File: src/rtl/cpuif_pkg.sv
package cpuif_pkg;
  localparam int ID_W   = 10;
  localparam int PRIO_W = 8;
  localparam int CPU_W  = 3;
  localparam int BP_W   = 3;
  localparam int ADDR_W = 8;
  localparam int DATA_W = 32;
  localparam int SGI_LIMIT = 16;

  localparam logic [ID_W-1:0]   NO_IRQ_ID = 10'd1023;
  localparam logic [PRIO_W-1:0] IDLE_PRIO = 8'hFF;

  localparam logic [ADDR_W-1:0] OFS_ENABLE = 8'h00;
  localparam logic [ADDR_W-1:0] OFS_FLOOR  = 8'h04;
  localparam logic [ADDR_W-1:0] OFS_BINPT  = 8'h08;
  localparam logic [ADDR_W-1:0] OFS_CLAIM  = 8'h0C;
  localparam logic [ADDR_W-1:0] OFS_DONE   = 8'h10;
  localparam logic [ADDR_W-1:0] OFS_RUN    = 8'h14;
  localparam logic [ADDR_W-1:0] OFS_PEEK   = 8'h18;

  typedef struct packed {
    logic [ID_W-1:0]   id;
    logic [PRIO_W-1:0] prio;
  } svc_entry_t;

  // Mask keeping the group-priority bits for a given binary point.
  function automatic logic [PRIO_W-1:0] group_mask(input logic [BP_W-1:0] bp);
    logic [PRIO_W:0] wide;
    wide = {1'b0, {PRIO_W{1'b1}}} << ({1'b0, bp} + 4'd1);
    return wide[PRIO_W-1:0];
  endfunction
endpackage

File: src/rtl/cpuif_cfg_regs.sv
module cpuif_cfg_regs
  import cpuif_pkg::*;
(
  input  logic              clk,
  input  logic              rst_n,
  input  logic              wr_en,
  input  logic [ADDR_W-1:0] addr,
  input  logic [DATA_W-1:0] wdata,
  output logic              enable,
  output logic [PRIO_W-1:0] floor_prio,
  output logic [BP_W-1:0]   binpt
);
  always_ff @(posedge clk) begin
    if (!rst_n) begin
      enable     <= 1'b0;
      floor_prio <= '0;
      binpt      <= '0;
    end else if (wr_en) begin
      case (addr)
        OFS_ENABLE: enable     <= wdata[0];
        OFS_FLOOR:  floor_prio <= wdata[PRIO_W-1:0];
        OFS_BINPT:  binpt      <= wdata[BP_W-1:0];
        default: ;
      endcase
    end
  end
endmodule

File: src/rtl/cpuif_svc_stack.sv
module cpuif_svc_stack
  import cpuif_pkg::*;
#(
  parameter int DEPTH = 4
) (
  input  logic       clk,
  input  logic       rst_n,
  input  logic       push,
  input  svc_entry_t push_e,
  input  logic       pop,
  output svc_entry_t top,
  output logic       empty,
  output logic       full
);
  localparam int CNT_W = $clog2(DEPTH + 1);

  svc_entry_t       mem [DEPTH];
  logic [CNT_W-1:0] cnt;

  assign empty = (cnt == '0);
  assign full  = (cnt == CNT_W'(DEPTH));

  always_ff @(posedge clk) begin
    if (!rst_n) begin
      cnt <= '0;
      for (int i = 0; i < DEPTH; i++) mem[i] <= '0;
    end else if (push && !full) begin
      for (int i = 0; i < DEPTH; i++)
        if (CNT_W'(i) == cnt) mem[i] <= push_e;
      cnt <= cnt + 1'b1;
    end else if (pop && !empty) begin
      cnt <= cnt - 1'b1;
    end
  end

  always_comb begin
    top = '0;
    for (int i = 0; i < DEPTH; i++)
      if (CNT_W'(i + 1) == cnt) top = mem[i];
  end

  p_no_overflow_r10: assert property (@(posedge clk) disable iff (!rst_n)
    push |-> !full);
  p_no_underflow_r8: assert property (@(posedge clk) disable iff (!rst_n)
    pop |-> !empty);
  p_push_pop_excl_r8: assert property (@(posedge clk) disable iff (!rst_n)
    !(push && pop));
endmodule

File: src/rtl/cpuif_gate.sv
module cpuif_gate
  import cpuif_pkg::*;
(
  input  logic              enable,
  input  logic [PRIO_W-1:0] floor_prio,
  input  logic [BP_W-1:0]   binpt,
  input  logic              cand_valid,
  input  logic [PRIO_W-1:0] cand_prio,
  input  logic              stk_empty,
  input  logic              stk_full,
  input  logic [PRIO_W-1:0] run_prio,
  output logic              signal
);
  logic [PRIO_W-1:0] gmask;
  logic              below_floor;
  logic              preempts;

  always_comb begin
    gmask       = group_mask(binpt);
    below_floor = cand_prio < floor_prio;
    preempts    = stk_empty || ((cand_prio & gmask) < (run_prio & gmask));
    signal      = enable && cand_valid && below_floor && preempts && !stk_full;
  end
endmodule

File: src/rtl/cpuif_unit.sv
module cpuif_unit
  import cpuif_pkg::*;
#(
  parameter int ACT_DEPTH = 4
) (
  input  logic              clk,
  input  logic              rst_n,
  input  logic              cand_valid,
  input  logic [ID_W-1:0]   cand_id,
  input  logic [PRIO_W-1:0] cand_prio,
  input  logic [CPU_W-1:0]  cand_src,
  input  logic              bus_sel,
  input  logic              bus_wr,
  input  logic [ADDR_W-1:0] bus_addr,
  input  logic [DATA_W-1:0] bus_wdata,
  output logic [DATA_W-1:0] bus_rdata,
  output logic              irq_out,
  output logic              claim_valid,
  output logic [ID_W-1:0]   claim_id,
  output logic [CPU_W-1:0]  claim_src,
  output logic              done_valid,
  output logic [ID_W-1:0]   done_id
);
  localparam int PAD_W = DATA_W - ID_W - CPU_W;

  logic              enable;
  logic [PRIO_W-1:0] floor_prio;
  logic [BP_W-1:0]   binpt;
  logic              wr_en, rd_en;
  logic              stk_empty, stk_full, stk_push, stk_pop;
  svc_entry_t        stk_top, new_e;
  logic [PRIO_W-1:0] run_prio;
  logic              signal;
  logic [CPU_W-1:0]  src_field;
  logic [DATA_W-1:0] take_word;
  logic [ID_W-1:0]   wr_id;

  assign wr_en = bus_sel && bus_wr;
  assign rd_en = bus_sel && !bus_wr;
  assign wr_id = bus_wdata[ID_W-1:0];

  cpuif_cfg_regs u_cfg (
    .clk(clk), .rst_n(rst_n), .wr_en(wr_en), .addr(bus_addr), .wdata(bus_wdata),
    .enable(enable), .floor_prio(floor_prio), .binpt(binpt)
  );

  assign run_prio = stk_empty ? IDLE_PRIO : stk_top.prio;

  cpuif_gate u_gate (
    .enable(enable), .floor_prio(floor_prio), .binpt(binpt),
    .cand_valid(cand_valid), .cand_prio(cand_prio),
    .stk_empty(stk_empty), .stk_full(stk_full), .run_prio(run_prio),
    .signal(signal)
  );

  assign irq_out = signal;

  // Value a claim would return this cycle.
  always_comb begin
    src_field = (cand_id < ID_W'(SGI_LIMIT)) ? cand_src : '0;
    if (signal) take_word = {{PAD_W{1'b0}}, src_field, cand_id};
    else        take_word = {{(DATA_W-ID_W){1'b0}}, NO_IRQ_ID};
  end

  assign new_e.id   = cand_id;
  assign new_e.prio = cand_prio;
  assign stk_push   = rd_en && (bus_addr == OFS_CLAIM) && signal;
  assign stk_pop    = wr_en && (bus_addr == OFS_DONE) && (wr_id != NO_IRQ_ID)
                      && !stk_empty && (stk_top.id == wr_id);

  cpuif_svc_stack #(.DEPTH(ACT_DEPTH)) u_stk (
    .clk(clk), .rst_n(rst_n), .push(stk_push), .push_e(new_e), .pop(stk_pop),
    .top(stk_top), .empty(stk_empty), .full(stk_full)
  );

  assign claim_valid = stk_push;
  assign claim_id    = cand_id;
  assign claim_src   = src_field;
  assign done_valid  = wr_en && (bus_addr == OFS_DONE) && (wr_id != NO_IRQ_ID);
  assign done_id     = wr_id;

  always_comb begin
    bus_rdata = '0;
    if (rd_en) begin
      case (bus_addr)
        OFS_ENABLE: bus_rdata = {{(DATA_W-1){1'b0}}, enable};
        OFS_FLOOR:  bus_rdata = {{(DATA_W-PRIO_W){1'b0}}, floor_prio};
        OFS_BINPT:  bus_rdata = {{(DATA_W-BP_W){1'b0}}, binpt};
        OFS_CLAIM:  bus_rdata = take_word;
        OFS_RUN:    bus_rdata = {{(DATA_W-PRIO_W){1'b0}}, run_prio};
        OFS_PEEK:   bus_rdata = take_word;
        default:    bus_rdata = '0;
      endcase
    end
  end

  p_claim_sets_running_r5: assert property (@(posedge clk) disable iff (!rst_n)
    claim_valid |=> (run_prio == $past(cand_prio)));
  p_empty_claim_keeps_r6: assert property (@(posedge clk) disable iff (!rst_n)
    (rd_en && bus_addr == OFS_CLAIM && !claim_valid) |=> $stable(run_prio));
  p_peek_keeps_r7: assert property (@(posedge clk) disable iff (!rst_n)
    (rd_en && bus_addr == OFS_PEEK) |=> $stable(run_prio));
  p_no_spurious_done_r9: assert property (@(posedge clk) disable iff (!rst_n)
    done_valid |-> (done_id != NO_IRQ_ID));
  p_events_excl_r5: assert property (@(posedge clk) disable iff (!rst_n)
    $onehot0({claim_valid, done_valid}));
  p_irq_floor_r3: assert property (@(posedge clk) disable iff (!rst_n)
    irq_out |-> (cand_prio < floor_prio) && enable);
endmodule

File: config.mk
export PLATFORM = sky130hd
export DESIGN_NAME = cpuif_unit
export DESIGN_NICKNAME = d
export VERILOG_FILES = /design/src/rtl/cpuif_pkg.sv /design/src/rtl/cpuif_cfg_regs.sv /design/src/rtl/cpuif_svc_stack.sv /design/src/rtl/cpuif_gate.sv /design/src/rtl/cpuif_unit.sv
export SDC_FILE = /design/constraint.sdc
export NUM_CORES = 1
export LEC_CHECK = 0
export BUFFER_PORTS_ARGS = -buffer_cell sky130_fd_sc_hd__clkbuf_2
export CORE_MARGIN = 1.5
export CORE_UTILIZATION = 55
export DETAILED_ROUTE_END_ITERATION = 8
export PLACE_DENSITY_LB_ADDON = 0.12
export SYNTH_ARGS = -nofsm -noshare
export SYNTH_HDL_FRONTEND = slang
export SYNTH_SLANG_ARGS = --single-unit
File: constraint.sdc
create_clock -name clk -period 8.83 [get_ports clk]
set_clock_uncertainty 0.05 [all_clocks]
set_input_delay 1.766 -clock clk [delete_from_list [all_inputs] [get_ports clk]]
set_output_delay 1.766 -clock clk [all_outputs]
set_load 0.05 [all_outputs]
==> reports/metrics.cfg, run 1 <==
[run_status]
status = complete, no violations

[cts]
cts_tree = done
post_cts_buffers = 0
numClockSinks = 87
postCtsResizedCells = 0
h-tree-depth = 3
cts-buffers-inserted = 9
path_clk_slew_ns = 0.10
root_buffer = clkbuf_8
insertion_delay_ns = 0.37
hold_buffers = 0
clock_tree.buffer_depth = 2

[layout]
drive_gt1_share_pct = 19.5
nNetsFinal = 688
n_antenna_cell = 0
instances_no_fill = 737
nFillCells = 838
final_cell_area_um2 = 5990
syn2layout_area_growth_pct = 9.01
fin_util_pct = 61.6

[setup_path]
r2r_setup_slack_ns = 3.60
end_kind = output port
cp_max_fo = 25
startpoint_type = flop
arrival_ns = 4.80
crit_chain = inv_1 -> ha_1 -> o21ai_0 -> o22a_1 -> nand2_1 -> ha_1 -> a21o_1 -> a21o_1 -> a21o_1 -> a221oi_2 -> nand2_1 -> nor2_1 -> and2_1 -> clkbuf_2
cp_slowest_cell = dfxtp_1
required_ns = 7.01
worstSetupPathType = reg -> out
critPathMaxStageDelay_ns = 0.85
cpMostUsedCell = a21o_1

[power]
vdd_ir_drop_max_mv = 0.0886
power.leakage_uw = 0.00252
finalPower_uw = 836
power-per-cell-area_nw_per_um2 = 140

[global_routing]
grt_pass1_vias = 3917
grt_usage_pct = 28.1
antenna_found_initial = 0
gr-total-overflow = 0
grt_max_degree = 26
grt_first_pass_wirelength_mm = 21.6

[detailed_routing]
via_count = 4263
dr.pass1.iters = 5
drc = 0
avgRoutedWirePerCell_um = 19.4
viasPerCell = 5.78
wirelength_mm = 14.3
drtIter0Drc = 220
ant_nets = 0

[logic_synthesis]
synthDistinctLibCells = 62
synthTopCellsByCount = 82 x and2_1, 72 x edfxtp_1, 39 x buf_4, 37 x nor2_1, 31 x nand2_1
postSynthAreaPerCell_um2 = 10.1
ys.flop_type = edfxtp_1
netlist.area_leader.share_pct = 39.3
yosysMostFrequentCell = and2_1
ys_async_sr_fraction_pct = 0
ys_ff_latch = 87
synth_edf_count = 72
synth_area_um2 = 5500
synthTopCellsByArea = edfxtp_1 39%, and2_1 9.3%, dfxtp_1 5.5%
ys.warnings.count = 0
yosys.area.top_type = edfxtp_1
ys_seq_area_share_pct = 44.8
synthCells = 544

[run]
drv_cap = 0

[place]
numPortBuffers = 82
dp_hpwl_mm = 10.5
dp.cells = 721
gp_congestion = 0.931
place_area_um2 = 5790

[die]
io_pins = 124
die_w_um = 103
start_util_pct = 56.5
core_um2 = 9730
rows = 36
dieArea_um2 = 10600
die_h_um = 103

[sta]
worst_pin_slew_ns = 1.12
slew_headroom_pct = 24.8
tns_ns = 0
period_needed_ns = 6.62
rsz0062_at_grt = false
clock.fmax_mhz = 151
hold_viol_final = 0
setup_violations = 0
fin_crit_sh_pct = 75.0
slew_viol_final = 0

[hold_path]
hp-class = reg -> reg

[power breakdown]
part	total (uW)	leakage, uW	switching (uW)	internal (uW)
registers	457	0.000859	3.33	454
logic	90.2	0.00157	70.6	19.7
clock network	289	0.0000955	151	139
[kinds of logic (layout without fill, tap and decap cells)]
group | count (synthesis) | count (layout) | synth area share, %
XOR/XNOR | 4 | 4 | 0.637
adder cells (fa/ha/maj) | 23 | 23 | 5.24
buffers and inverters | 84 | 126 | 8.54
other | 1 | 19 | 0.0682
multiplexers | 18 | 18 | 3.30
AND/OR/NAND/NOR | 216 | 216 | 22.8
flip-flops | 87 | 87 | 44.8
AO/OA/AOI/OAI | 111 | 111 | 14.6
[worst paths after layout]
path	cells after the start	end	startpoint
worst max-delay path	14	bus_rdata[10]	u_stk.cnt[2]
worst min-delay path	2	u_stk.cnt[0]	u_stk.cnt[0]
worst max register to register	13	u_stk.mem[1][15]	u_stk.cnt[2]
worst min register to register	2	u_stk.cnt[0]	u_stk.cnt[0]
[critical path: cells and delay by family (launching register included)]
| family | cells | cell delay [ns] |
|---|---|---|
| adder cells (fa/ha/maj) | 2 | 0.91 |
| buffers and inverters | 2 | 0.52 |
| AO/OA/AOI/OAI | 6 | 1.40 |
| AND/OR/NAND/NOR | 4 | 0.76 |
| flip-flops | 1 | 0.85 |
[routing by layer]
metal,global-route usage (%),up-vias,share of wire (%)
met5,0,-,0
met1,38.0,2041,43
met2,47.5,162,49
met3,3.39,19,5.4
li1,-,2041,-
met4,9.04,0,1.9
[layout by cell type (no fill, tap or decap), drive strengths merged, types with 5 or more instances in the layout]
cell type,count
clkbuf,93
and2,82
a21o,5
o21ai,30
nand4,5
nand3,6
nand3b,8
conb,19
a221oi,8
ha,23
a21oi,12
nor4,5
dfxtp,15
nor3,9
a22oi,16
nor2b,6
inv,22
nand2b,7
o22a,6
mux2i,17
nand2,31
edfxtp,72
o211ai,6
nor2,37
or4,5
[final cells by class]
class | count | area (um^2) | share of cell area [%]
multi-input cells | 391 | 2630 | 43.9
flip-flops and latches | 87 | 2460 | 41.1
repair buffers | 86 | 440 | 7.35
well taps | 133 | 166 | 2.78
clock buffers | 11 | 141 | 2.36
inverters | 24 | 90.1 | 1.50
clock inverters | 5 | 58.8 | 0.981
[stage by stage]
step           setup slack (ns)  hold WS (ns)
6_report                   2.21         0.476
5_1_grt                    1.82         0.494
4_1_cts                    2.19         0.476
3_5_place_dp               2.65         0.453
3_3_place_gp               2.68         0.437
2_1_floorplan              2.79         0.422
[state kept, by name, indices dropped and copies added, names as in the netlist]
signal and flops:
u_cfg.binpt 3, u_cfg.enable 1, u_cfg.floor_prio 8, u_stk.cnt 3
u_stk.mem 72
(Power assumes the default switching activity.)
==> inputs of run 2 (changes only) <==
==> constraint.sdc (replaced) <==
create_clock -name clk -period 6.1 [get_ports clk]
set_clock_uncertainty 0.05 [all_clocks]
set_input_delay 1.22 -clock clk [delete_from_list [all_inputs] [get_ports clk]]
set_output_delay 1.22 -clock clk [all_outputs]
set_load 0.05 [all_outputs]
==> reports/metrics.cfg, run 2 (same netlist as run 1, synthesis figures left out) <==
[run_status]
status = complete, no violations  ; unchanged

[global_routing]
antenna_found_initial = 0  ; unchanged
grt_pass1_vias = 3962  ; was 3917
grt_first_pass_wirelength_mm = 21.3  ; was 21.6 mm
gr-total-overflow = 0  ; unchanged
grt_max_degree = 21  ; was 26
grt_usage_pct = 27.8  ; was 28.1%

[cts]
insertion_delay_ns = 0.37  ; about the same
cts-buffers-inserted = 9  ; unchanged
h-tree-depth = 3  ; unchanged
root_buffer = clkbuf_8  ; unchanged
clock_tree.buffer_depth = 2  ; unchanged
numClockSinks = 87  ; unchanged
cts_tree = done  ; unchanged
path_clk_slew_ns = 0.09  ; was 0.10 ns

[die]
die_h_um = 103  ; unchanged
die_w_um = 103  ; unchanged
dieArea_um2 = 10600  ; unchanged
rows = 36  ; unchanged
io_pins = 124  ; unchanged
start_util_pct = 56.5  ; unchanged
core_um2 = 9730  ; unchanged

[setup_path]
r2r_setup_slack_ns = 1.33  ; was 3.60 ns
cp_slowest_cell = nor2b_2  ; was dfxtp_1
startpoint = u_stk.cnt[0]  ; was u_stk.cnt[2]
required_ns = 4.83  ; was 7.01 ns
crit_chain = inv_1 -> ha_1 -> nor2b_2 -> a22oi_1 -> o21ai_0 -> o22a_1 -> nand2_1 -> ha_1 -> a21o_1 -> a21o_1 -> a21o_1 -> a221oi_2 -> nand2_1 -> nor2_1 -> and2_1 -> clkbuf_2  ; was inv_1 -> ha_1 -> o21ai_0 -> o22a_1 -> nand2_1 -> ha_1 -> a21o_1 -> a21o_1 -> a21o_1 -> a221oi_2 -> nand2_1 -> nor2_1 -> and2_1 -> clkbuf_2
crit_end = bus_rdata[12]  ; was bus_rdata[10]
cpMostUsedCell = a21o_1  ; unchanged
worstSetupPathType = reg -> out  ; unchanged
startpoint_type = flop  ; unchanged
r2r_cells = 15  ; was 13
rr_startpoint = u_stk.cnt[0]  ; was u_stk.cnt[2]
r2r_end = u_stk.mem[1][8]  ; was u_stk.mem[1][15]
end_kind = output port  ; unchanged
cp_max_fo = 12  ; was 25
arrival_ns = 4.42  ; was 4.80 ns
critPathMaxStageDelay_ns = 0.41  ; was 0.85 ns

[layout]
top_register = u_stk.mem  ; unchanged
multi_input_area_um2 = 2640  ; was 2630 um^2
n_antenna_cell = 0  ; unchanged
largestRegisters = u_stk.mem: 72 flops, u_cfg.floor_prio: 8 flops  ; unchanged
seq_area_um2 = 2460  ; unchanged
drive_gt1_share_pct = 20.5  ; was 19.5%
nFillCells = 901  ; was 838
nNetsFinal = 695  ; was 688
mostFrequentLayoutCells = 82 x and2_1, 82 x clkbuf_2, 72 x edfxtp_1, 37 x nor2_1, 31 x nand2_1  ; unchanged
largest_reg_flops = 72  ; unchanged
fin_util_pct = 62.1  ; was 61.6%
syn2layout_area_growth_pct = 9.95  ; was 9.01%

[power]
comb_power_share_pct = 10.8  ; about the same
intPower_uw = 875  ; was 612 uW
power.leakage_uw = 0.00256  ; was 0.00252 uW
power_frac_clock_pct = 34.4  ; was 34.6%
p_sw_uw = 331  ; was 224 uW
seqPwrFrac_pct = 54.8  ; was 54.6%
vdd_ir_drop_max_mv = 0.155  ; was 0.0886 mV
switching_share_pct = 27.4  ; was 26.8%
power-per-cell-area_nw_per_um2 = 200  ; was 140 nW/um^2

[hold_path]
hold_start = u_stk.cnt[0]  ; unchanged
hp-class = reg -> reg  ; unchanged

[sta]
worst_pin_slew_ns = 1.07  ; was 1.12 ns
tns_ns = 0  ; unchanged
rsz0062_at_grt = false  ; unchanged
hold_viol_final = 0  ; unchanged
setup_violations = 0  ; unchanged
fin_crit_sh_pct = 93.2
clock.fmax_mhz = 176
slew_headroom_pct = 28.5  ; was 24.8%
slew_viol_final = 0  ; unchanged
period_needed_ns = 5.69

[detailed_routing]
avgRoutedWirePerCell_um = 19.3  ; was 19.4 um
drtIter0Drc = 262  ; was 220
ant_nets = 0  ; unchanged
viasPerCell = 5.80  ; was 5.78
via_count = 4317  ; was 4263
dr.pass1.iters = 5  ; unchanged
wirelength_mm = 14.3  ; about the same
drc = 0  ; unchanged

[place]
dp_hpwl_mm = 10.7  ; was 10.5 mm
numPortBuffers = 82  ; unchanged
gp_congestion = 0.966  ; was 0.931

[run]
drv_cap = 0  ; unchanged

==> run 2: critical path, delay by kind of cell, from the launching register on <==
family,cells,cell delay (ns)
AO/OA/AOI/OAI,7,1.50
adder cells (fa/ha/maj),2,0.63
buffers and inverters,2,0.40
flip-flops,1,0.35
AND/OR/NAND/NOR,5,1.18
==> run 2: cell type report <==
cell class              count  share of cell area, %
inverters                  24                   1.49
flip-flops and latches     87                   40.7
clock buffers               9                   2.05
multi-input cells         391                   43.6
repair buffers             93                   8.16
clock inverters             7                   1.20
well taps                 133                   2.75
==> run 2: stage by stage <==
| step | cells | cell area, um^2 | hold slack (ns) | setup slack (ns) | power [uW] |
|---|---|---|---|---|---|
| floorplan | 562 | 5560 | 0.422 | 0.601 | 775 |
| finish | 744 | 6040 | 0.465 | 0.414 | 1210 |
| CTS | 741 | 6020 | 0.469 | 0.0969 | 1210 |
| global placement | 725 | 5820 | 0.436 | 0.684 | 802 |
| detailed placement | 725 | 5820 | 0.455 | 0.521 | 805 |
| global route | 744 | 6040 | 0.520 | 0.0593 | 1250 |
==> run 2: worst min path at each step <==
stage,depth (start not counted),end
floorplan,2,u_stk.cnt[0]
global placement,2,u_stk.cnt[0]
detailed placement,2,u_stk.cnt[0]
CTS,2,u_stk.cnt[0]
global route,2,u_stk.cnt[0]
finish,2,u_stk.cnt[0]
==> run 2: power groups by stage <==
| stage | clock network (uW) | registers [uW] | logic [uW] |
|---|---|---|---|
| 3_3_place_gp | 0 | 674 | 128 |
| 6_report | 414 | 661 | 130 |
| 2_1_floorplan | 0 | 674 | 101 |
| 3_5_place_dp | 0 | 675 | 130 |
| 5_1_grt | 444 | 663 | 139 |
| 4_1_cts | 419 | 661 | 130 |
==> run 2: repair_timing <==
action,in CTS,in global routing
setup buffers,0,3
hold buffers,0,0
setup endpoints to repair,0,14
gates resized for setup,0,1
==> run 2: metal layers <==
metal	track usage, %	wire [um]
met2	46.7	7010
met1	36.1	6150
met3	4.75	828
met4	10.7	337
met5	0	0
